==> config.mk <==
export PLATFORM = sky130hd
export DESIGN_NAME = alat_table
export DESIGN_NICKNAME = d
export VERILOG_FILES = /design/src/rtl/alat_pkg.sv /design/src/rtl/alat_overlap.sv /design/src/rtl/alat_lookup.sv /design/src/rtl/alat_victim.sv /design/src/rtl/alat_table.sv
export SDC_FILE = /design/constraint.sdc
export NUM_CORES = 2
export LEC_CHECK = 0
export BUFFER_PORTS_ARGS = -buffer_cell sky130_fd_sc_hd__buf_2
export CAP_MARGIN = 15
export CELL_PAD_IN_SITES_DETAIL_PLACEMENT = 0
export CELL_PAD_IN_SITES_GLOBAL_PLACEMENT = 2
export CORE_ASPECT_RATIO = 1.25
export CORE_MARGIN = 10
export CORE_UTILIZATION = 33
export CTS_BUF_LIST = sky130_fd_sc_hd__clkbuf_8
export CTS_CLUSTER_DIAMETER = 50
export DETAILED_ROUTE_END_ITERATION = 8
export PLACE_DENSITY_LB_ADDON = 0.1
export SLEW_MARGIN = 15
export SYNTH_ARGS = -nofsm -noshare
export SYNTH_HDL_FRONTEND = slang
export SYNTH_SLANG_ARGS = --single-unit
==> constraint.sdc <==
create_clock -name clk_i -period 4.6 [get_ports clk_i]
set_input_delay 0.23 -clock clk_i [delete_from_list [all_inputs] [get_ports clk_i]]
set_output_delay 0.23 -clock clk_i [all_outputs]
set_load 0.02 [all_outputs]
==> src/rtl/alat_pkg.sv <==
package alat_pkg;
  typedef enum logic [1:0] {
    SZ_B1 = 2'd0,
    SZ_B2 = 2'd1,
    SZ_B4 = 2'd2,
    SZ_B8 = 2'd3
  } acc_size_e;

  function automatic logic [3:0] size_bytes(acc_size_e s);
    return 4'd1 << s;
  endfunction
endpackage

==> src/rtl/alat_overlap.sv <==
module alat_overlap
  import alat_pkg::*;
#(
  parameter int unsigned NUM_ENTRIES = 32,
  parameter int unsigned ADDR_W      = 32
) (
  input  logic [NUM_ENTRIES-1:0]             valid_i,
  input  logic [NUM_ENTRIES-1:0][ADDR_W-1:0] ent_addr_i,
  input  logic [NUM_ENTRIES-1:0][1:0]        ent_size_i,
  input  logic                               snoop_valid_i,
  input  logic [ADDR_W-1:0]                  snoop_addr_i,
  input  logic [1:0]                         snoop_size_i,
  output logic [NUM_ENTRIES-1:0]             kill_o
);
  // one extra bit keeps range ends from wrapping
  localparam int unsigned EXT_W = ADDR_W + 1;

  logic [EXT_W-1:0] s_lo, s_hi;
  assign s_lo = {1'b0, snoop_addr_i};
  assign s_hi = s_lo + EXT_W'(size_bytes(acc_size_e'(snoop_size_i)));

  for (genvar g = 0; g < NUM_ENTRIES; g++) begin : g_cmp
    logic [EXT_W-1:0] e_lo, e_hi;
    assign e_lo = {1'b0, ent_addr_i[g]};
    assign e_hi = e_lo + EXT_W'(size_bytes(acc_size_e'(ent_size_i[g])));
    assign kill_o[g] = snoop_valid_i & valid_i[g] & (e_lo < s_hi) & (s_lo < e_hi);
  end
endmodule

==> src/rtl/alat_lookup.sv <==
module alat_lookup #(
  parameter int unsigned NUM_ENTRIES = 32,
  parameter int unsigned REG_W       = 7,
  parameter int unsigned IDX_W       = $clog2(NUM_ENTRIES)
) (
  input  logic [NUM_ENTRIES-1:0]            valid_i,
  input  logic [NUM_ENTRIES-1:0][REG_W-1:0] ent_reg_i,
  input  logic [REG_W-1:0]                  key_i,
  output logic [NUM_ENTRIES-1:0]            match_o,
  output logic                              hit_o,
  output logic [IDX_W-1:0]                  idx_o
);
  for (genvar g = 0; g < NUM_ENTRIES; g++) begin : g_match
    assign match_o[g] = valid_i[g] & (ent_reg_i[g] == key_i);
  end

  assign hit_o = |match_o;

  always_comb begin
    idx_o = '0;
    for (int i = 0; i < NUM_ENTRIES; i++) begin
      if (match_o[i]) idx_o = IDX_W'(i);
    end
  end
endmodule

==> src/rtl/alat_victim.sv <==
module alat_victim #(
  parameter int unsigned NUM_ENTRIES = 32,
  parameter int unsigned IDX_W       = $clog2(NUM_ENTRIES)
) (
  input  logic                   clk_i,
  input  logic                   rst_ni,
  input  logic [NUM_ENTRIES-1:0] valid_i,
  input  logic                   alloc_i,
  input  logic                   reg_hit_i,
  input  logic [IDX_W-1:0]       reg_idx_i,
  output logic [IDX_W-1:0]       slot_o
);
  localparam logic [IDX_W-1:0] LAST = IDX_W'(NUM_ENTRIES - 1);

  logic             free_any;
  logic [IDX_W-1:0] free_idx;
  logic [IDX_W-1:0] rr_q;
  logic             replace;

  // lowest free slot wins
  always_comb begin
    free_any = 1'b0;
    free_idx = '0;
    for (int i = NUM_ENTRIES - 1; i >= 0; i--) begin
      if (!valid_i[i]) begin
        free_any = 1'b1;
        free_idx = IDX_W'(i);
      end
    end
  end

  assign replace = alloc_i & ~reg_hit_i & ~free_any;
  assign slot_o  = reg_hit_i ? reg_idx_i : (free_any ? free_idx : rr_q);

  always_ff @(posedge clk_i or negedge rst_ni) begin
    if (!rst_ni) begin
      rr_q <= '0;
    end else if (replace) begin
      rr_q <= (rr_q == LAST) ? '0 : rr_q + 1'b1;
    end
  end

  p_rr_hold_r9: assert property (@(posedge clk_i) disable iff (!rst_ni)
    !(alloc_i && !reg_hit_i && (&valid_i)) |=> $stable(rr_q));

  p_free_first_r8: assert property (@(posedge clk_i) disable iff (!rst_ni)
    (alloc_i && !reg_hit_i && !(&valid_i)) |-> !valid_i[slot_o]);
endmodule

==> src/rtl/alat_table.sv <==
module alat_table
  import alat_pkg::*;
#(
  parameter int unsigned NUM_ENTRIES = 32,
  parameter int unsigned REG_W       = 7,
  parameter int unsigned ADDR_W      = 32
) (
  input  logic              clk_i,
  input  logic              rst_ni,
  input  logic              alloc_valid_i,
  input  logic [REG_W-1:0]  alloc_reg_i,
  input  logic [ADDR_W-1:0] alloc_addr_i,
  input  logic [1:0]        alloc_size_i,
  input  logic              store_valid_i,
  input  logic [ADDR_W-1:0] store_addr_i,
  input  logic [1:0]        store_size_i,
  input  logic              chk_valid_i,
  input  logic [REG_W-1:0]  chk_reg_i,
  output logic              chk_hit_o,
  output logic              chk_fixup_o
);
  localparam int unsigned IDX_W = $clog2(NUM_ENTRIES);

  logic [NUM_ENTRIES-1:0]             valid_q;
  logic [NUM_ENTRIES-1:0][REG_W-1:0]  reg_q;
  logic [NUM_ENTRIES-1:0][ADDR_W-1:0] addr_q;
  logic [NUM_ENTRIES-1:0][1:0]        size_q;

  logic [NUM_ENTRIES-1:0] kill;
  logic [NUM_ENTRIES-1:0] alloc_match;
  logic                   alloc_hit;
  logic [IDX_W-1:0]       alloc_idx;
  logic [IDX_W-1:0]       slot;
  logic [NUM_ENTRIES-1:0] chk_match;
  logic                   chk_any;
  logic [IDX_W-1:0]       chk_idx;

  alat_overlap #(.NUM_ENTRIES(NUM_ENTRIES), .ADDR_W(ADDR_W)) u_overlap (
    .valid_i      (valid_q),
    .ent_addr_i   (addr_q),
    .ent_size_i   (size_q),
    .snoop_valid_i(store_valid_i),
    .snoop_addr_i (store_addr_i),
    .snoop_size_i (store_size_i),
    .kill_o       (kill)
  );

  alat_lookup #(.NUM_ENTRIES(NUM_ENTRIES), .REG_W(REG_W), .IDX_W(IDX_W)) u_alloc_lkp (
    .valid_i  (valid_q),
    .ent_reg_i(reg_q),
    .key_i    (alloc_reg_i),
    .match_o  (alloc_match),
    .hit_o    (alloc_hit),
    .idx_o    (alloc_idx)
  );

  alat_lookup #(.NUM_ENTRIES(NUM_ENTRIES), .REG_W(REG_W), .IDX_W(IDX_W)) u_chk_lkp (
    .valid_i  (valid_q),
    .ent_reg_i(reg_q),
    .key_i    (chk_reg_i),
    .match_o  (chk_match),
    .hit_o    (chk_any),
    .idx_o    (chk_idx)
  );

  alat_victim #(.NUM_ENTRIES(NUM_ENTRIES), .IDX_W(IDX_W)) u_victim (
    .clk_i    (clk_i),
    .rst_ni   (rst_ni),
    .valid_i  (valid_q),
    .alloc_i  (alloc_valid_i),
    .reg_hit_i(alloc_hit),
    .reg_idx_i(alloc_idx),
    .slot_o   (slot)
  );

  assign chk_hit_o   = chk_valid_i & chk_any;
  assign chk_fixup_o = chk_valid_i & ~chk_any;

  // store kills first, allocate write lands last
  always_ff @(posedge clk_i or negedge rst_ni) begin
    if (!rst_ni) begin
      valid_q <= '0;
      reg_q   <= '0;
      addr_q  <= '0;
      size_q  <= '0;
    end else begin
      valid_q <= valid_q & ~kill;
      if (alloc_valid_i) begin
        valid_q[slot] <= 1'b1;
        reg_q[slot]   <= alloc_reg_i;
        addr_q[slot]  <= alloc_addr_i;
        size_q[slot]  <= alloc_size_i;
      end
    end
  end

  function automatic logic reg_present(logic [REG_W-1:0] r);
    logic f = 1'b0;
    for (int i = 0; i < NUM_ENTRIES; i++) if (valid_q[i] && reg_q[i] == r) f = 1'b1;
    return f;
  endfunction

  function automatic logic any_overlap(logic [ADDR_W-1:0] a, logic [1:0] sz);
    logic f = 1'b0;
    longint lo, hi, elo, ehi;
    lo = longint'(a);
    hi = lo + (longint'(1) << sz);
    for (int i = 0; i < NUM_ENTRIES; i++) begin
      elo = longint'(addr_q[i]);
      ehi = elo + (longint'(1) << size_q[i]);
      if (valid_q[i] && elo < hi && lo < ehi) f = 1'b1;
    end
    return f;
  endfunction

  p_alloc_present_r2: assert property (@(posedge clk_i) disable iff (!rst_ni)
    alloc_valid_i |=> reg_present($past(alloc_reg_i)));

  p_store_clear_r4: assert property (@(posedge clk_i) disable iff (!rst_ni)
    (store_valid_i && !alloc_valid_i) |=> !any_overlap($past(store_addr_i), $past(store_size_i)));

  p_unique_reg_r7: assert property (@(posedge clk_i) disable iff (!rst_ni)
    $onehot0(chk_match));

  p_idle_stable_r11: assert property (@(posedge clk_i) disable iff (!rst_ni)
    (!store_valid_i && !alloc_valid_i) |=> $stable(valid_q));
endmodule

==> impl_metrics.toml <==
[run_status]
status = "complete, but fails checks"
violations = "setup timing"

[power_and_ir_drop]
total_power_mw = 45.31
p_leak_nw = 70.74
vdd_drop_max_mv = 0.2264
powerDensity_mw_per_mm2 = 306.1

[synth]
synth_area_leaders = "dfrtp_1 28%, ha_1 22%, mux2_2 11%"
syn_area_per_cell_um2 = 10.18
synth-seq-area-share_pct = 28.04
syn_area_mm2 = 0.1204
ys_ff_latch = 1349
yosysWarnings = 0
netlist.area_leader.share_pct = 28.04
synth.distinct_cells = 88
synth_nets = 14060
synthTopCellsByCount = "2118 x ha_1, 1349 x dfrtp_1, 1133 x mux2_2"
synth_largest_area_cell = "dfrtp_1"
synth_edf_count = 0
yosysMostFrequentCell = "ha_1"
synth_cells = 11820
synth_flop_cell = "dfrtp_1"
async_flop_share_pct = 100.0

[route]
drtAntennaViolNets = 0
drt-total-wl_um = 531900
dr.pass1.iters = 6
vias = 102000
first_iter_violations = 4951
wl_per_cell_um = 28.58
drt-vias-per-instance = 5.478
drc = 0

[sta]
fin_crit_sh_pct = 101.2
fin_skew_ns = 0.07967
finalHoldViolCount = 0
tightest_slew_ns = 1.205
fmax_ghz = 0.2148
fin_ws_ns = -0.05506
slew_viol_final = 0
rsz0062_at_grt = "true"
period_minus_slack_ns = 4.655
finalSetupViolations = 1
max_slew_margin_pct = 19.67
holdWs_ns = 0.1073

[setup_path]
cp-end-kind = "flip-flop"
crit_chain = "buf_6 -> nor2b_4 -> ha_4 -> a21o_1 -> a21oi_4 -> or3_4 -> inv_2 -> nand2_2 -> xor2_2 -> ha_1 -> a211o_1 -> a2111oi_2 -> o21ai_1 -> buf_4 -> a221o_1 -> a21oi_1 -> buf_4 -> o21ai_4 -> a311oi_2 -> o211ai_1 -> a21o_1"
crit_type = "flip-flop to flip-flop"
cp_slowest_cell = "dfrtp_2"
critPathMaxFanout = 3
critPathLaunchType = "flip-flop"
cp_data_arrival_time_ns = 5.58
required_ns = 5.53
max_stage_delay_ns = 0.43

[die]
rows = 247
die_h_um = 695.2
start_util_pct = 33.18
die_area_mm2 = 0.3895
die_w_um = 560.2
design.portCount = 89
core_region_area_mm2 = 0.3628

[clocking]
clock_sinks = 1349
clockRootBuffer = "clkbuf_8"
htreeDepth = 5
clk_path_buf_depth = 4
cts_buffers = 309
insertion_delay_ns = 1.11
cts_tree = "built"
path_clk_slew_ns = 0.06

[final_layout]
fin_util_pct = 40.79
drive_above_1_share_pct = 27.38
fillers = 35710
multi_input_area_mm2 = 0.08673
stdcell_count = 18610
seqCellArea_mm2 = 0.03376
syn2layout_area_growth_pct = 22.96
nets = 15730

[global_routing]
grt_pass1_vias = 109600
grt_pass1_wl_um = 756400
gr-total-overflow = 0
grt_max_degree = 125
track_usage_pct = 26.40
antenna_found_initial = 45

[min_path]
hold_path.class = "input pin to flip-flop"

[placement]
hpwl_um = 405700
gp_congestion = 0.9250
dp_cells = 17940
port_buffers = 88

[flow_run]
cap_violations = 0
[metrics by stage]
step	area [um^2]	worst slack, ns	TNS [ns]
detailed placement	138400	-1.678	-35.19
finish	148000	-0.05506	-0.05506
floorplan	120600	-0.2840	-0.2840
global placement	138400	-2.969	-39.50
CTS	146500	-0.1525	-0.3729
global route	148000	-0.1938	-0.6362
[worst paths after layout]
kind                                 from     endpoint  slack (ns)  cells past startpoint
setup / recovery                size_q[9]   valid_q[4]       -0.06                     21
hold / removal             alloc_reg_i[3]   reg_q[129]        0.11                      3
min in group asynchronous          rst_ni   reg_q[130]        0.13                      3
hold reg to reg               valid_q[29]  valid_q[29]        0.51                      1
max in group asynchronous          rst_ni  addr_q[915]        3.58                      3
setup reg to reg                size_q[9]   valid_q[4]       -0.06                     21
[cells by family after synthesis]
logic type | count (synthesis) | synth area share (%)
AND/OR/NAND/NOR | 3022 | 13.26
adder cells (fa/ha/maj) | 2151 | 22.56
AO/OA/AOI/OAI | 2035 | 11.00
XOR/XNOR | 1438 | 10.46
flip-flops | 1349 | 28.04
multiplexers | 1313 | 12.50
buffers and inverters | 511 | 2.170
[critical path, delay by kind of cell (launching register included)]
kind | cells | cell delay (ns)
flip-flops | 1 | 0.43
adder cells (fa/ha/maj) | 2 | 0.58
AND/OR/NAND/NOR | 3 | 0.60
buffers and inverters | 4 | 0.59
AO/OA/AOI/OAI | 11 | 2.12
XOR/XNOR | 1 | 0.16
[layout by cell type, fill, tap and decap left out, types with 42 or more instances in the layout]
cell / instances
ha_1: 2095
buf_4: 1460
dfrtp_1: 1345
mux2_2: 1133
xor2_1: 705
xnor2_1: 695
nand2_1: 516
a21oi_1: 511
nor2_1: 499
a21o_1: 474
nand4_1: 413
nand3_1: 412
clkbuf_8: 376
o21ai_0: 360
inv_1: 240
nor2b_1: 226
and3_1: 187
nand2b_1: 140
nor3_1: 122
mux2_1: 112
buf_12: 106
o21a_1: 91
nor4_1: 82
buf_2: 72
and4_1: 70
mux2_4: 68
a211oi_1: 67
o211ai_1: 57
and2_1: 52
o2111ai_1: 50
dlygate4sd3_1: 44
a2111oi_0: 42
[layout make-up]
type	count	share of cell area (%)
clock inverter	167	0.8766
inverter	155	0.3931
tap	4855	4.104
timing repair buffer	1718	9.665
multi-input combinational	9959	58.60
antenna	31	0.05241
sequential	1349	22.81
clock buffer	376	3.496
[layer usage]
| layer | vias to the layer above | global-route usage, % | share of wire [%] |
|---|---|---|---|
| li1 | 47380 | - | - |
| met5 | - | 0 | 0.0024 |
| met2 | 2078 | 48.77 | 51 |
| met1 | 51340 | 28.44 | 38 |
| met3 | 1147 | 2.701 | 3.1 |
| met4 | 2 | 17.50 | 8.1 |
[registers in the layout, indices dropped and copies added, names as in the netlist]
name	cells
addr_q	1024
valid_q	32
reg_q	224
size_q	64
u_victim.rr_q	5
[what timing repair did]
item	CTS	global route
hold endpoints to repair	2053	0
buffers inserted	23	40
resized for setup	242	282
cloned	0	0
pin swaps	82	177
setup endpoints to repair	27	30
hold buffers	45	0
[power breakdown]
group,internal [mW],switching (mW),leakage (nW)
clock,8.44,6.59,3.62
combinational,7.01,7.97,48.7
sequential,13.2,2.07,18.4
total,28.7,16.6,70.7
Power figures use the tool's default switching activity.
